<file path="src/rtl/ppg_pkg.sv">
package ppg_pkg;

  typedef logic [31:0] word_t;

  typedef enum logic {
    PH_F1 = 1'b0,
    PH_F2 = 1'b1
  } ppg_phase_e;

  // Pulse length from cycles since the previous trigger.
  // A saturated counter means no earlier trigger: keep the nominal width.
  function automatic word_t pulse_len(word_t since, word_t sat, word_t nom);
    word_t per;
    if (since == sat) return nom;
    per = since + 32'd1;
    if (per >= (nom << 1)) return nom;
    if (per < 32'd2) return 32'd1;
    return per >> 1;
  endfunction

endpackage

</file>
<file path="src/rtl/ppg_accum.sv">
module ppg_accum #(
  parameter int unsigned ACC_W = 32
) (
  input  logic             clk,
  input  logic             rst_n,
  input  logic             vld,
  input  logic [ACC_W-1:0] mag,
  input  logic [ACC_W-1:0] thr,
  output logic             tick
);

  localparam int unsigned EXT_W = ACC_W + 1;

  logic [ACC_W-1:0] acc_q;
  logic [EXT_W-1:0] sum_ext;
  logic             reach;

  assign sum_ext = {1'b0, acc_q} + {1'b0, mag};
  assign reach   = vld && (sum_ext >= {1'b0, thr});
  assign tick    = reach;

  always_ff @(posedge clk) begin
    if (!rst_n) begin
      acc_q <= '0;
    end else if (reach) begin
      acc_q <= ACC_W'(sum_ext - {1'b0, thr});
    end else if (vld) begin
      acc_q <= ACC_W'(sum_ext);
    end
  end

endmodule

</file>
<file path="src/rtl/ppg_shaper.sv">
module ppg_shaper
  import ppg_pkg::*;
#(
  parameter int unsigned NOM = 20
) (
  input  logic clk,
  input  logic rst_n,
  input  logic trig,
  output logic active
);

  localparam int unsigned CNT_W = $clog2(2 * NOM + 2) + 1;
  localparam logic [CNT_W-1:0] SAT = {CNT_W{1'b1}};

  logic [CNT_W-1:0] since_q;
  logic [CNT_W-1:0] rem_q;
  word_t            len_w;

  assign len_w  = pulse_len(word_t'(since_q), word_t'(SAT), word_t'(NOM));
  assign active = (rem_q != '0);

  always_ff @(posedge clk) begin
    if (!rst_n) begin
      since_q <= SAT;
      rem_q   <= '0;
    end else if (trig) begin
      since_q <= '0;
      rem_q   <= CNT_W'(len_w);
    end else begin
      if (since_q != SAT) since_q <= since_q + CNT_W'(1);
      if (rem_q != '0)    rem_q   <= rem_q - CNT_W'(1);
    end
  end

endmodule

</file>
<file path="src/rtl/ppg_sign_track.sv">
module ppg_sign_track #(
  parameter int unsigned PW    = 16,
  parameter int unsigned SUM_W = 33
) (
  input  logic          clk,
  input  logic          rst_n,
  input  logic          vld,
  input  logic [PW-1:0] smp,
  input  logic          tick,
  output logic          neg
);

  logic signed [SUM_W-1:0] sum_q;
  logic signed [SUM_W-1:0] smp_x;
  logic signed [SUM_W-1:0] sum_d;

  assign smp_x = {{(SUM_W-PW){smp[PW-1]}}, smp};
  assign sum_d = sum_q + smp_x;

  always_ff @(posedge clk) begin
    if (!rst_n) begin
      sum_q <= '0;
      neg   <= 1'b0;
    end else if (tick) begin
      sum_q <= '0;
      neg   <= sum_d[SUM_W-1];
    end else if (vld) begin
      sum_q <= sum_d;
    end
  end

endmodule

</file>
<file path="src/rtl/pwr_pulse_gen.sv">
module pwr_pulse_gen
  import ppg_pkg::*;
#(
  parameter int unsigned PW       = 16,
  parameter int unsigned ACC_W    = 32,
  parameter int unsigned BASE_TH  = 1048576,
  parameter int unsigned F_WIDTH  = 100000,
  parameter int unsigned CF_WIDTH = 32000,
  parameter int unsigned CF_SH_LO = 4,
  parameter int unsigned CF_SH_HI = 6
) (
  input  logic          clk,
  input  logic          rst_n,
  input  logic          smp_vld,
  input  logic [PW-1:0] smp_pwr,
  input  logic [1:0]    rate_sel,
  input  logic          cal_sel,
  output logic          f1_n,
  output logic          f2_n,
  output logic          cf,
  output logic          rev_flag
);

  localparam int unsigned NCH   = 2;
  localparam int unsigned NOUT  = 3;
  localparam int unsigned SUM_W = ACC_W + 1;

  function automatic logic [ACC_W-1:0] abs_ext(logic [PW-1:0] v);
    logic [ACC_W-1:0] sx;
    sx = {{(ACC_W-PW){v[PW-1]}}, v};
    return sx[ACC_W-1] ? (~sx + ACC_W'(1)) : sx;
  endfunction

  function automatic logic [ACC_W-1:0] slow_thr_of(logic [1:0] sel);
    return ACC_W'(BASE_TH) >> sel;
  endfunction

  function automatic logic [ACC_W-1:0] cal_thr_of(logic [ACC_W-1:0] base, logic hi);
    return hi ? (base >> CF_SH_HI) : (base >> CF_SH_LO);
  endfunction

  // Named internal events, observed by the bound checker.
  logic             slow_tick;
  logic             cf_tick;
  logic             f1_trig;
  logic             f2_trig;
  logic [ACC_W-1:0] mag;
  logic [ACC_W-1:0] slow_thr;
  logic [ACC_W-1:0] chan_thr [NCH];
  logic [NCH-1:0]   chan_tick;
  logic [NOUT-1:0]  trig_vec;
  logic [NOUT-1:0]  act_vec;
  ppg_phase_e       phase_q;

  assign mag         = abs_ext(smp_pwr);
  assign slow_thr    = slow_thr_of(rate_sel);
  assign chan_thr[0] = slow_thr;
  assign chan_thr[1] = cal_thr_of(slow_thr, cal_sel);

  genvar gi;
  for (gi = 0; gi < NCH; gi++) begin : g_acc
    ppg_accum #(.ACC_W(ACC_W)) u_acc (
      .clk   (clk),
      .rst_n (rst_n),
      .vld   (smp_vld),
      .mag   (mag),
      .thr   (chan_thr[gi]),
      .tick  (chan_tick[gi])
    );
  end

  assign slow_tick = chan_tick[0];
  assign cf_tick   = chan_tick[1];
  assign f1_trig   = slow_tick && (phase_q == PH_F1);
  assign f2_trig   = slow_tick && (phase_q == PH_F2);
  assign trig_vec  = {cf_tick, f2_trig, f1_trig};

  always_ff @(posedge clk) begin
    if (!rst_n) begin
      phase_q <= PH_F1;
    end else if (slow_tick) begin
      phase_q <= (phase_q == PH_F1) ? PH_F2 : PH_F1;
    end
  end

  for (gi = 0; gi < NOUT; gi++) begin : g_shp
    localparam int unsigned NOM = (gi == NOUT - 1) ? CF_WIDTH : F_WIDTH;
    ppg_shaper #(.NOM(NOM)) u_shp (
      .clk    (clk),
      .rst_n  (rst_n),
      .trig   (trig_vec[gi]),
      .active (act_vec[gi])
    );
  end

  ppg_sign_track #(.PW(PW), .SUM_W(SUM_W)) u_sign (
    .clk   (clk),
    .rst_n (rst_n),
    .vld   (smp_vld),
    .smp   (smp_pwr),
    .tick  (slow_tick),
    .neg   (rev_flag)
  );

  assign f1_n = ~act_vec[0];
  assign f2_n = ~act_vec[1];
  assign cf   = act_vec[2];

endmodule

</file>
<file path="config.mk">
export PLATFORM = sky130hd
export DESIGN_NAME = pwr_pulse_gen
export DESIGN_NICKNAME = d
export VERILOG_FILES = /design/src/rtl/ppg_pkg.sv /design/src/rtl/ppg_accum.sv /design/src/rtl/ppg_shaper.sv /design/src/rtl/ppg_sign_track.sv /design/src/rtl/pwr_pulse_gen.sv
export SDC_FILE = /design/constraint.sdc
export NUM_CORES = 1
export LEC_CHECK = 0
export BUFFER_PORTS_ARGS = -buffer_cell sky130_fd_sc_hd__buf_4
export CAP_MARGIN = 10
export CORE_MARGIN = 2
export CORE_UTILIZATION = 46
export CTS_BUF_LIST = sky130_fd_sc_hd__clkbuf_8
export DETAILED_ROUTE_END_ITERATION = 10
export PLACE_DENSITY = 0.57
export SLEW_MARGIN = 20
export SYNTH_ARGS = -nofsm -noshare
export SYNTH_HDL_FRONTEND = slang
export SYNTH_HIERARCHICAL = 1
export SYNTH_SLANG_ARGS = --single-unit
</file>
<file path="constraint.sdc">
create_clock -name clk -period 14.2 [get_ports clk]
set_input_delay 1.42 -clock clk [delete_from_list [all_inputs] [get_ports clk]]
set_output_delay 1.42 -clock clk [all_outputs]
set_load 0.01 [all_outputs]
</file>
Word-level counts from Yosys, hierarchy flattened
Cells that the tools add are included.
Widths: inputs -> output; s select.
{ "classes": {"reduce_logical": 16, "mul": 0, "div": 0, "n_bitwise": 5, "eq_ne": 6, "magnitude_cmp": 8, "add_sub_neg": 15, "shifts": 1, "mux": 55} }
{ "ops": {"columns": ["op", "n"], "rows": [
  ["$mux 19", 20],
  ["$mux 17", 10],
  ["$mux 32", 5],
  ["$lt 32x2->1 const B", 3],
  ["$add 32x32->33", 2],
  ["$ge 32x18->1 const B", 2],
  ["$add 19x1->20 const B", 2],
  ["$add 19x1->19 const B", 2],
  ["$eq 19x19->1 const B", 2],
  ["$ne 19x19->1 const B", 2],
  ["$reduce_bool 19->1", 2],
  ["$sub 19x1->19 const B", 2],
  ["$add 33x16->33", 1],
  ["$ge 33x28->1", 1],
  ["$ge 33x32->1", 1],
  ["$add 32x1->32 const B", 1],
  ["$ge 32x16->1 const B", 1],
  ["$not 32->32", 1],
  ["$shr 21x2->32 const A", 1],
  ["$sub 32x28->32", 1],
  ["$sub 32x32->32", 1],
  ["$mux 28", 1],
  ["$mux 1", 19],
  ["$add 17x1->18 const B", 1],
  ["9 further kinds", 22]
]} }
{ "word_totals": {"output_inout_bits": 4, "memories": 0, "mem_bits_rw": 0, "elab_cells": 117, "reg_bits": 209, "inputBits": 22, "romBits": 0, "latchBits": 0} }

Longest topological paths before layout
Gate-level depths: netlist (run 1).
{ "logic_depth": {"depth_word": 10, "ltp_mapped": 31, "ltp_nobuf": 28} }

Cells and area by module
The synthesis (run 1) kept the hierarchy.
{ "by_module_without_submodules": {"columns": ["module", "seq_area_each_um2", "instances", "area_each_um2", "cells_each"], "rows": [
  ["ppg_accum (g_acc[1].u_acc)", 640.6, 1, 5013.6, 696],
  ["ppg_accum (g_acc[0].u_acc)", 640.6, 1, 4823.4, 639],
  ["ppg_shaper (g_shp[0].u_shp ...)", 760.7, 2, 2160.8, 241],
  ["ppg_sign_track", 680.7, 1, 3040.4, 382],
  ["ppg_shaper (g_shp[2].u_shp)", 680.7, 1, 2134.5, 258],
  ["pwr_pulse_gen", 20.0, 1, 422.9, 60]
]} }

Worst setup path before layout (run 1)
No wires, ideal clock.
{ "synth_timing": {"kind": "input port to flip-flop", "start": "input smp_pwr[8]", "end": "register g_shp[1].u_shp.rem_q[1]", "path_stages": 28, "t_arrival_ns": 7.285, "setup_ns": 0.135, "path_slack_ns": 6.780, "path_buffers": 3, "required_ns": 14.065, "cell_sequence": "or4_4 -> or4_4 -> o41ai_2 -> xnor2_1 -> ha_1 -> a21oi_1 -> o21ai_0 -> a221oi_1 -> o21ai_0 -> a31oi_1 -> o21ai_0 -> a31o_2 -> nor2_1 -> xnor2_1 -> ha_1 -> a211o_1 -> a21oi_1 -> o21ai_0 -> a31oi_1 -> nand4_1 -> a221oi_4 -> buf_6 -> nor2b_1 -> and2_1 -> clkbuf_1 -> clkbuf_1 -> o311ai_0 -> o21ai_0"} }
{ "synth_between": {"elab_chain_cells": 8, "elab_cells_between_ends": 9, "cone_classes": "2 x add/sub; 1 x order compare; 2 x mux; 1 x bitwise; 3 x reduce/logical"} }
{ "synth_rtl": {"columns": ["item", "line_no", "rtl"], "rows": [
  ["start, declared", "pwr_pulse_gen.sv:15", "input logic [PW-1:0] smp_pwr,"],
  ["$not 32->32 *", "pwr_pulse_gen.sv:31", "return sx[ACC_W-1] ? (~sx + ACC_W'(1)) : sx;"],
  ["$add 32x1->32 *", "pwr_pulse_gen.sv:31", null],
  ["$mux 32 *", "pwr_pulse_gen.sv:31", null],
  ["net mag[14]", "pwr_pulse_gen.sv:47", "logic [ACC_W-1:0] mag;"],
  ["$add 32x32->33 *", "ppg_accum.sv:18", "assign sum_ext = {1'b0, acc_q} + {1'b0, mag};"],
  ["$ge 33x32->1 *", "ppg_accum.sv:19", "assign reach = vld && (sum_ext >= {1'b0, thr});"],
  ["$logic_and 1x1->1 *", "ppg_accum.sv:19", null],
  ["net slow_tick", "pwr_pulse_gen.sv:43", "logic slow_tick;"],
  ["$logic_and 1x1->1 *", "pwr_pulse_gen.sv:75", "assign f2_trig = slow_tick && (phase_q == PH_F2);"],
  ["net f2_trig", "pwr_pulse_gen.sv:46", "logic f2_trig;"],
  ["$mux 19 or $reduce_bool 2->1 (tied branches)", null, null],
  ["end signal, assigned", "ppg_shaper.sv:28", "rem_q <= CNT_W'(len_w);"],
  ["end signal, assigned", "ppg_shaper.sv:31", "if (rem_q != '0) rem_q <= rem_q - CNT_W'(1);"],
  ["end, declared", "ppg_shaper.sv:16", "logic [CNT_W-1:0] rem_q;"]
]} }
Mark *: on every way through the listed nets, which the timed path passes. The rest lies on a longest branch.
A chain may end at the register's enable or synchronous reset.

Worst setup path in the final report (run 1)
{ "layout_timing": {"start": "input smp_pwr[8]", "end": "register g_shp[1].u_shp.rem_q[5]"} }
Same word-level chain as after synthesis.

==> flow_metrics.py, run 1 <==
metrics = {
    "sta": {
        "setup_violations": 0,
        "rsz0062_at_grt": "no",
        "setup_tns_ns": 0,
        "finalClockSkew_ns": 0.01797,
        "max_freq_mhz": 114.8,
        "period_share_pct": 61.33,
        "period_minus_slack_ns": 8.709,
        "worst_slew_pin_slew_ns": 1.016,
        "slew_headroom_pct": 32.30,
        "maxSlewViolCount": 0,
        "hold_viol": 0,
    },
    "critical_path": {
        "end_kind": "flip-flop",
        "r2r_start": "g_acc[0].u_acc/acc_q[1]$_SDFFE_PN0P_",
        "required_ns": 14.70,
        "cp.arrival_ns": 9.21,
        "path_class": "in -> reg",
        "startpoint": "smp_pwr[8]",
        "worst_setup_path_start_kind": "input port",
        "path_max_fanout": 29,
    },
    "clock_tree": {
        "numClockSinks": 209,
        "clock_path_buffers": 3,
        "hold_buffers": 0,
        "ctsResizeCount": 0,
        "cts_buffers": 44,
        "clkTransAtPathRegs_ns": 0.06,
        "postCtsSetupBuffers": 0,
        "cts_tree": "done",
        "htreeDepth": 2,
        "cts-root-buf": "clkbuf_8",
        "insertion_delay_ns": 0.61,
    },
    "routing": {
        "drc_errors": 0,
        "wl_um": 53190,
        "ant_nets": 0,
        "dr.pass1.iters": 5,
        "initialDrtViolationCount": 1224,
        "viasPerCell": 5.832,
        "wl_per_cell_um": 17.00,
        "vias": 18240,
    },
    "final_layout": {
        "syn_to_final_growth_pct": 8.138,
        "layout-drive-gt1-share_pct": 7.377,
        "fin_nets": 2751,
        "num_antenna_cells": 0,
    },
    "place": {
        "dp_hpwl_um": 39490,
        "port_buffers": 25,
        "gp_congestion": 0.8586,
    },
    "synth": {
        "synth_area_leaders": "dfxtp_1 (21%), ha_1 (11%), xnor2_1 (7.8%), o21ai_0 (5.0%), a21oi_1 (4.8%)",
        "postSynthAreaPerCell_sq_um": 7.849,
        "synthCells": 2517,
        "yosys_warnings": 6,
        "yosysSeqAreaShare_pct": 21.18,
        "yosys.area.top_type_share_pct": 21.18,
        "synth_cell_types": 104,
        "yosys-top-cells-count": "dfxtp_1 (209), o21ai_0 (199), a21oi_1 (191)",
        "synth.most_common_cell": "dfxtp_1",
        "async_flop_share_pct": 0,
        "synthFlopType": "dfxtp_1",
        "yosys.area.top_type": "dfxtp_1",
        "synthesis.area_sq_mm": 0.01976,
        "ys_seq_elements": 209,
        "synth_edf_count": 0,
    },
    "die": {
        "std_cell_rows": 75,
        "coreArea_sq_mm": 0.04213,
        "die_h_um": 211.2,
        "start_util_pct": 46.89,
        "die_w_um": 211.2,
        "fp.dieArea_sq_mm": 0.04462,
        "io_pins": 26,
    },
    "status": {
        "status": "finished clean",
    },
    "hold_path": {
        "hold_class": "reg -> reg",
        "hp-start": "g_shp[2].u_shp/rem_q[16]$_SDFFE_PN0P_",
    },
    "grt": {
        "antenna_found_initial": 0,
        "track_usage_pct": 23.82,
        "grt_max_degree": 69,
        "grt_pass1_vias": 17270,
        "overflow": 0,
        "grt_pass1_wl_um": 88090,
    },
    "job": {
        "cap_violations": 0,
    },
}
worst max-delay path: stages:
cell and delay [ns]:
buf_4 0.13, or4_4 0.56, or4_4 0.47, o41ai_2 0.35
xnor2_1 0.16, ha_1 0.42, a21oi_1 0.21, o21ai_0 0.12
a221oi_1 0.42, o21ai_0 0.13, a31oi_1 0.41, o21ai_0 0.28
xor2_1 0.22, ha_1 0.41, and4_1 0.26, and4_1 0.29
nand4_1 0.11, nand4_1 0.14, a221oi_4 0.05, nor2b_1 0.63
and2_1 0.87, nand2_1 0.18, or3_1 0.61, o221a_4 0.33
registers in the layout, indices dropped and copies added (netlist names):
| register | cells |
|---|---|
| u_sign/neg | 1 |
| g_acc.u_acc/acc_q | 64 |
| phase_q | 1 |
| g_shp.u_shp/since_q | 55 |
| g_shp.u_shp/rem_q | 55 |
| u_sign/sum_q | 33 |
metal layers:
layer,track usage (%),share of wire (%)
met4,7.941,2.6
met1,33.17,49
met2,38.10,44
met3,2.869,3.9
met5,0,0
final cells by class:
type	count	area [sq um]
clock buffers	59	812.0
fillers	4194	20770
flip-flops and latches	209	4184
well taps	539	674.4
repair buffers	32	240.2
multi-input cells	2158	14880
inverters	109	409.1
clock inverters	22	161.4
cells in the final DEF (no fill, tap or decap), drive strengths merged, types with 11 or more instances in the layout:
master	n
dfxtp	209
xor2	80
o32ai	21
a221oi	12
or4	12
ha	170
nand3	61
a21oi	196
and3	37
o21a	28
a31oi	50
nor2	183
a21o	77
nand2b	19
clkbuf	59
xnor2	177
or2	14
o21ai	211
conb	86
nor4	28
inv	121
nand4	55
a211oi	39
nor3	58
a21boi	11
mux2i	47
nand2	191
a211o	11
and2	21
buf	32
or3	26
o211ai	16
and4	18
nor2b	35
o21bai	27
o31ai	18
final timing paths:
| kind | cells past startpoint | end | slack [ns] |
|---|---|---|---|
| worst min-delay path | 1 | g_shp[2].u_shp/rem_q[16]$_SDFFE_PN0P_ | 0.45 |
| worst max-delay path | 24 | g_shp[1].u_shp/rem_q[5]$_SDFFE_PN0P_ | 5.49 |
| worst min register to register | 1 | g_shp[2].u_shp/rem_q[16]$_SDFFE_PN0P_ | 0.45 |
| worst max register to register | 19 | g_shp[1].u_shp/rem_q[5]$_SDFFE_PN0P_ | 7.07 |
cell families (layout without fill, tap and decap cells):
group	Yosys count	in the layout	share of synthesized area [%]
and+or+nand+nor	792	792	21.34
other	1	86	0.01898
buffers and inverters	235	222	5.161
AOI/OAI and AO/OA	798	798	27.08
xor gates and xnor gates	257	257	11.39
adders and majority gates	175	175	11.27
muxes	50	50	2.552
DFF	209	209	21.18
stage by stage:
step                worst slack, ns  hold WS [ns]  area, sq um  cells  utilization [%]
finish                        5.491        0.4508        21360   3128            50.71
global route                  4.957        0.4693        21360   3128            50.71
CTS                           5.559        0.4534        21360   3128            50.71
detailed placement            4.914        0.4450        20390   3047            48.39
global placement              5.051        0.4339        20390   3047            48.39
floorplan                     6.780        0.4283        20080   2602                -
Power of run 1 is not shown: default switching activity piles up to over one toggle a cycle in this logic, so the estimate is an artifact.
==> run 2, diff against run 1 <==
--- a/config.mk
+++ b/config.mk
@@ -5,13 +5,14 @@
 export SDC_FILE = /design/constraint.sdc
 export NUM_CORES = 1
 export LEC_CHECK = 0
+export ABC_AREA = 1
 export BUFFER_PORTS_ARGS = -buffer_cell sky130_fd_sc_hd__buf_4
 export CAP_MARGIN = 10
 export CORE_MARGIN = 2
 export CORE_UTILIZATION = 46
 export CTS_BUF_LIST = sky130_fd_sc_hd__clkbuf_8
 export DETAILED_ROUTE_END_ITERATION = 10
-export PLACE_DENSITY = 0.57
+export PLACE_DENSITY = 0.59
 export SLEW_MARGIN = 20
 export SYNTH_ARGS = -nofsm -noshare
 export SYNTH_HDL_FRONTEND = slang
==> constraint.sdc (replaced) <==
create_clock -name clk -period 7.1 [get_ports clk]
set_input_delay 0.71 -clock clk [delete_from_list [all_inputs] [get_ports clk]]
set_output_delay 0.71 -clock clk [all_outputs]
set_load 0.01 [all_outputs]
==> run 2 against run 1 <==
Effect of this change: global-route usage increased by 3.2 points; sequential share of layout area decreased by 3.8 points; wire length increased by 43%; synthesized cell count increased by 74%; register-to-register slack got worse by 5.3 ns; clock-buffer cell count decreased by 5; non-clock buffer count increased by 5; hold slack improved by 0.029 ns; clock skew increased by 0.016 ns; die area increased by 24%; critical path type unchanged; highest routed layer unchanged.
==> flow_metrics.py, run 2 <==
metrics = {
    "synth": {
        "synth_edf_count": 0,
        "synth.most_common_cell": "nand2_1",
        "yosys-top-cells-count": "nand2_1 (1444), inv_1 (798), nor2_1 (456)",
        "ys_seq_elements": 209,
        "yosys.area.top_type_share_pct": 22.09,
        "synth_area_leaders": "nand2_1 (22%), dfxtp_1 (17%), inv_1 (12%), ha_1 (8.7%), nand3_1 (8.6%)",
        "synthesis.area_sq_mm": 0.02454,
        "yosysSeqAreaShare_pct": 17.05,
        "synth_cell_types": 56,
        "async_flop_share_pct": 0,
        "postSynthAreaPerCell_sq_um": 5.587,
        "synthFlopType": "dfxtp_1",
        "synthCells": 4392,
        "yosys_warnings": 6,
        "yosys.area.top_type": "nand2_1",
    },
    "place": {
        "gp_congestion": 0.9590,
        "port_buffers": 25,
        "dp_hpwl_um": 61050,
    },
    "critical_path": {
        "slowest_delay_ns": 0.80,
        "crit_slowest_cell": "o21ai_0",
        "crit_top_cell": "nand2_1",
        "required_ns": 7.53,
        "startpoint": "smp_pwr[15]",
        "r2r_start": "g_acc[0].u_acc/acc_q[0]$_SDFFE_PN0P_",
        "path_class": "in -> reg",
        "end_kind": "flip-flop",
        "reg2reg_to": "g_shp[0].u_shp/since_q[5]$_SDFFE_PN1P_",
        "regToRegSetupSlack_ns": 1.74,
        "worst-r2r-cell-count": 31,
        "crit_end": "g_shp[0].u_shp/since_q[5]$_SDFFE_PN1P_",
        "worst_setup_path_start_kind": "input port",
        "path_max_fanout": 22,
        "cp.arrival_ns": 6.33,
    },
    "final_layout": {
        "fin_nets": 4684,
        "fill_cells": 5905,
        "largest_register_ff_count": 64,
        "syn_to_final_growth_pct": 8.076,
        "reg_top3": "g_acc.u_acc/acc_q x64, g_shp.u_shp/rem_q x55, g_shp.u_shp/since_q x55",
        "top_register": "g_acc.u_acc/acc_q",
        "layout-drive-gt1-share_pct": 6.952,
        "mostFrequentLayoutCell": "nand2_1",
        "layout_common_cells": "nand2_1 (1444), inv_1 (803), nor2_1 (455), nand3_1 (422), dfxtp_1 (209)",
    },
    "clock_tree": {
        "cts-root-buf": "clkbuf_8",
        "postCtsSetupBuffers": 0,
        "clkTransAtPathRegs_ns": 0.06,
        "insertion_delay_ns": 0.61,
        "cts_tree": "done",
        "hold_buffers": 0,
        "clock_path_buffers": 3,
        "cts_buffers": 45,
        "ctsResizeCount": 0,
        "numClockSinks": 209,
        "htreeDepth": 2,
    },
    "sta": {
        "max_freq_mhz": 169.5,
        "slew_headroom_pct": 26.25,
        "setup_violations": 0,
        "finalClockSkew_ns": 0.03390,
        "hold_viol": 0,
        "period_minus_slack_ns": 5.900,
        "rsz0062_at_grt": "no",
        "setup_tns_ns": 0,
        "maxSlewViolCount": 0,
        "period_share_pct": 83.09,
        "worst_slew_pin_slew_ns": 1.102,
    },
    "routing": {
        "ant_nets": 0,
        "wl_um": 75900,
        "vias": 25990,
        "wl_per_cell_um": 14.58,
        "dr.pass1.iters": 6,
        "initialDrtViolationCount": 1557,
        "drc_errors": 0,
        "viasPerCell": 4.993,
    },
    "hold_path": {
        "hold_class": "reg -> reg",
        "hp-start": "u_sign/sum_q[0]$_SDFFE_PP0P_",
    },
    "grt": {
        "grt_max_degree": 66,
        "overflow": 0,
        "track_usage_pct": 27.07,
        "grt_pass1_wl_um": 123500,
        "antenna_found_initial": 1,
        "grt_pass1_vias": 24310,
    },
    "power": {
        "p_per_area_mw_per_mm2": 483.2,
        "cellLeakagePower_nw": 15.40,
        "peakVddDrop_mv": 0.2478,
        "total_power_w": 0.01281,
    },
    "status": {
        "status": "finished clean",
    },
    "die": {
        "coreArea_sq_mm": 0.05266,
        "die_h_um": 235.0,
        "start_util_pct": 46.60,
        "io_pins": 26,
        "std_cell_rows": 84,
        "fp.dieArea_sq_mm": 0.05521,
        "die_w_um": 235.0,
    },
    "job": {
        "cap_violations": 0,
    },
}
[run 2: changes by cell type after synthesis, sizes merged, moves of 67 or more]
| cell | previous run | this run |
|---|---|---|
| a21o | 77 | 10 |
| o21ai | 211 | 121 |
| nor2 | 183 | 503 |
| inv | 109 | 822 |
| nand3 | 61 | 454 |
| nand2 | 191 | 1505 |
| xnor2 | 177 | 12 |
[run 2: logic make-up after synthesis]
logic type	after synthesis	share of synthesized area, %
other	1	0.01528
xor gates and xnor gates	112	3.997
adders and majority gates	175	9.076
AOI/OAI and AO/OA	362	8.566
and+or+nand+nor	2632	46.67
buffers and inverters	901	14.63
DFF	209	17.05
[run 2: worst min path at each step]
| stage | to | cells past startpoint |
|---|---|---|
| 2_1_floorplan | u_sign/sum_q[0]$_SDFFE_PP0P_ | 2 |
| 4_1_cts | u_sign/sum_q[0]$_SDFFE_PP0P_ | 2 |
| 6_report | u_sign/sum_q[0]$_SDFFE_PP0P_ | 2 |
| 5_1_grt | u_sign/sum_q[0]$_SDFFE_PP0P_ | 2 |
| 3_3_place_gp | u_sign/sum_q[0]$_SDFFE_PP0P_ | 2 |
| 3_5_place_dp | u_sign/sum_q[0]$_SDFFE_PP0P_ | 2 |
[run 2: layer usage]
metal	track usage [%]	wire (um)	up-vias
li1	-	-	13810
met3	2.914	3551	135
met1	35.70	35350	11500
met4	9.321	2460	0
met2	45.78	34530	549
met5	0	0	-
[run 2: where the power goes]
part | switching, W | internal (W) | leakage (nW)
clock | 0.000605 | 0.000905 | 0.548
sequential | 0.000406 | 0.00163 | 1.73
combinational | 0.00627 | 0.00300 | 13.1
[run 2: layout make-up]
type	count	area (sq um)	share of cell area, %
diodes	1	2.502	0.009435
clock buffers	54	743.2	2.802
clock inverters	23	257.7	0.9718
inverters	827	3104	11.70
multi-input cells	3367	17090	64.43
flip-flops and latches	209	4184	15.78
well taps	688	860.8	3.246
repair buffers	37	281.5	1.061
[run 2: per-stage QoR]
stage | area (sq um) | utilization [%] | hold WS (ns) | instances | setup WS, ns
2_1_floorplan | 24860 | - | 0.4446 | 4477 | 2.086
3_3_place_gp | 25520 | 48.46 | 0.4598 | 5128 | 0.7512
3_5_place_dp | 25520 | 48.46 | 0.4668 | 5128 | 0.6371
4_1_cts | 26520 | 50.36 | 0.4769 | 5205 | 1.272
5_1_grt | 26520 | 50.37 | 0.4916 | 5206 | 0.6881
6_report | 26520 | 50.37 | 0.4797 | 5206 | 1.200
[run 2: worst max-delay path, delay by kind of cell]
family,cells,cell delay (ns)
simple gates,22,2.54
buf+inv,6,1.26
compound gates,2,1.00
fa+ha+maj,2,0.80
No activity file was read; power rests on OpenSTA's default activity.
==> run 3, diff against run 2 <==
--- a/config.mk
+++ b/config.mk
@@ -5,14 +5,14 @@
 export SDC_FILE = /design/constraint.sdc
 export NUM_CORES = 1
 export LEC_CHECK = 0
-export ABC_AREA = 1
+export ABC_AREA = 0
 export BUFFER_PORTS_ARGS = -buffer_cell sky130_fd_sc_hd__buf_4
 export CAP_MARGIN = 10
 export CORE_MARGIN = 2
 export CORE_UTILIZATION = 46
 export CTS_BUF_LIST = sky130_fd_sc_hd__clkbuf_8
 export DETAILED_ROUTE_END_ITERATION = 10
-export PLACE_DENSITY = 0.59
+export PLACE_DENSITY = 0.57
 export SLEW_MARGIN = 20
 export SYNTH_ARGS = -nofsm -noshare
 export SYNTH_HDL_FRONTEND = slang
==> constraint.sdc (replaced) <==
create_clock -name clk -period 5.6 [get_ports clk]
set_input_delay 0.56 -clock clk [delete_from_list [all_inputs] [get_ports clk]]
set_output_delay 0.56 -clock clk [all_outputs]
set_load 0.01 [all_outputs]
==> run 3 against run 2 <==
Effect of this change: the flow now finishes with violations (negative setup slack); clock-buffer cell count rose by 2; global-route usage down 0.086 points; register-to-register slack got worse by 1.3 ns; first-iteration DRC count fell by 29%; critical path depth is 3 higher; sequential cell count did not move; highest routed layer is now met5; hold slack got worse by 0.12 ns.
==> flow_metrics.py, run 3 (synthesis gave the netlist of run 1 again) <==
metrics = {
    "status": {
        "status": "finished with violations",
        "violations": "negative setup slack",
    },
    "sta": {
        "hold_viol": 0,
        "period_minus_slack_ns": 5.881,
        "slew_headroom_pct": 44.30,
        "rsz0062_at_grt": "yes",
        "final.setup.worst_slack_ns": -0.2806,
        "setup_tns_ns": -20.20,
        "max_freq_mhz": 170.1,
        "worst_slew_pin_slew_ns": 0.8279,
        "setup_violations": 161,
        "finalClockSkew_ns": 0.03078,
        "period_share_pct": 105.0,
        "maxSlewViolCount": 0,
    },
    "final_layout": {
        "fin_util_pct": 60.50,
        "layout_common_cells": "buf_4 (394), dfxtp_1 (209), nand2_1 (184), a21oi_1 (180), nor2_1 (177)",
        "top_register": "g_acc.u_acc/acc_q",
        "layout-drive-gt1-share_pct": 23.86,
        "seqCellArea_sq_mm": 0.004184,
        "reg_top3": "g_acc.u_acc/acc_q x64, g_shp.u_shp/rem_q x55, g_shp.u_shp/since_q x55",
        "fill_cells": 3784,
        "largest_register_ff_count": 64,
        "multi_input_area_sq_mm": 0.01570,
        "final_cells": 3533,
        "fin_area_sq_mm": 0.02549,
        "fin_nets": 3160,
        "mostFrequentLayoutCell": "buf_4",
        "syn_to_final_growth_pct": 29.04,
    },
    "critical_path": {
        "worstPathBufferInverterCount": 21,
        "end_kind": "flip-flop",
        "worst_setup_path_start_kind": "input port",
        "path_delay_family": "buffers and inverters",
        "required_ns": 6.11,
        "slowest_delay_ns": 0.57,
        "path_class": "in -> reg",
        "path_max_fanout": 4,
        "cp.arrival_ns": 6.40,
        "crit_slowest_cell": "or4_4",
        "crit_top_cell": "buf_4",
    },
    "grt": {
        "grt_pass1_wl_um": 99310,
        "track_usage_pct": 26.98,
        "overflow": 0,
        "grt_max_degree": 56,
        "grt_pass1_vias": 19640,
        "antenna_found_initial": 2,
    },
    "die": {
        "die_h_um": 211.2,
        "coreArea_sq_mm": 0.04213,
        "std_cell_rows": 75,
        "die_w_um": 211.2,
        "fp.dieArea_sq_mm": 0.04462,
        "start_util_pct": 46.89,
        "io_pins": 26,
    },
    "clock_tree": {
        "cts-root-buf": "clkbuf_8",
        "hold_buffers": 0,
        "htreeDepth": 2,
        "insertion_delay_ns": 0.62,
        "clock_path_buffers": 3,
        "cts_buffers": 44,
        "cts_tree": "done",
        "numClockSinks": 209,
        "clkTransAtPathRegs_ns": 0.06,
    },
    "job": {
        "cap_violations": 0,
    },
    "place": {
        "gp_congestion": 0.8867,
        "dp.cells": 3384,
        "dp_hpwl_um": 44340,
        "dpl_cell_area_sq_mm": 0.02319,
        "port_buffers": 25,
    },
    "routing": {
        "dr.pass1.iters": 7,
        "wl_um": 60060,
        "drc_errors": 0,
        "initialDrtViolationCount": 1108,
        "wl_per_cell_um": 17.00,
        "ant_nets": 0,
        "viasPerCell": 5.659,
        "vias": 19990,
    },
    "hold_path": {
        "hold_class": "in -> reg",
    },
}
[run 3: worst paths after layout]
kind / start / cells past startpoint / slack, ns / to
worst min register to register: u_sign/sum_q[25]$_SDFFE_PP0P_ / 2 / 0.47 / u_sign/sum_q[25]$_SDFFE_PP0P_
worst max register to register: g_acc[1].u_acc/acc_q[0]$_SDFFE_PN0P_ / 23 / 0.49 / g_shp[2].u_shp/rem_q[3]$_SDFFE_PN0P_
worst max-delay path: smp_pwr[5] / 35 / -0.28 / g_acc[1].u_acc/acc_q[27]$_SDFFE_PN0P_
worst min-delay path: smp_vld / 2 / 0.36 / g_acc[1].u_acc/acc_q[14]$_SDFFE_PN0P_
[run 3: worst register-to-register path: stages (launching register included)]
cell      delay, ns
dfxtp_1        0.31
ha_1           0.21
fa_1           0.43
a211oi_1       0.25
buf_4          0.16
o211ai_2       0.12
a31o_2         0.27
a21oi_1        0.20
o21bai_1       0.08
a21oi_1        0.17
xnor2_1        0.13
ha_1           0.37
nand3_1        0.15
nor3_1         0.30
o21ai_0        0.22
a31oi_1        0.26
o221ai_2       0.19
o211ai_4       0.19
and2_4         0.21
inv_4          0.05
nor3_4         0.11
and2_4         0.22
o41ai_4        0.13
o32ai_1        0.28
[run 3: area by class of cell]
| type | instances | share of cell area (%) |
|---|---|---|
| Multi-Input combinational cell | 2161 | 61.60 |
| Timing Repair Buffer | 438 | 14.22 |
| Clock inverter | 20 | 0.4712 |
| Sequential cell | 209 | 16.41 |
| Clock buffer | 56 | 3.023 |
| Inverter | 109 | 1.615 |
| Tap cell | 539 | 2.645 |
| Antenna cell | 1 | 0.009816 |
[run 3: per-stage QoR]
step | setup slack [ns] | hold slack (ns)
after floorplan | -0.7025 | 0.4291
after global placement | -1.179 | 0.4487
after detailed placement | -1.240 | 0.4557
after CTS | -0.1389 | 0.3240
after global routing | -0.5216 | 0.3667
final | -0.2806 | 0.3638
[run 3: per-layer routing]
| metal | share of wire (%) | track usage, % |
|---|---|---|
| met5 | 0.018 | 0 |
| met4 | 2.2 | 7.674 |
| met3 | 4.8 | 3.747 |
| met2 | 47 | 45.34 |
| met1 | 46 | 36.00 |
[run 3: what timing repair did]
action	in CTS	in global routing
buffers inserted	60	5
gates resized for setup	155	21
pin swaps	88	7
gates cloned	7	1
setup endpoints to repair	208	209
Power of run 3 is left out for the same reason.
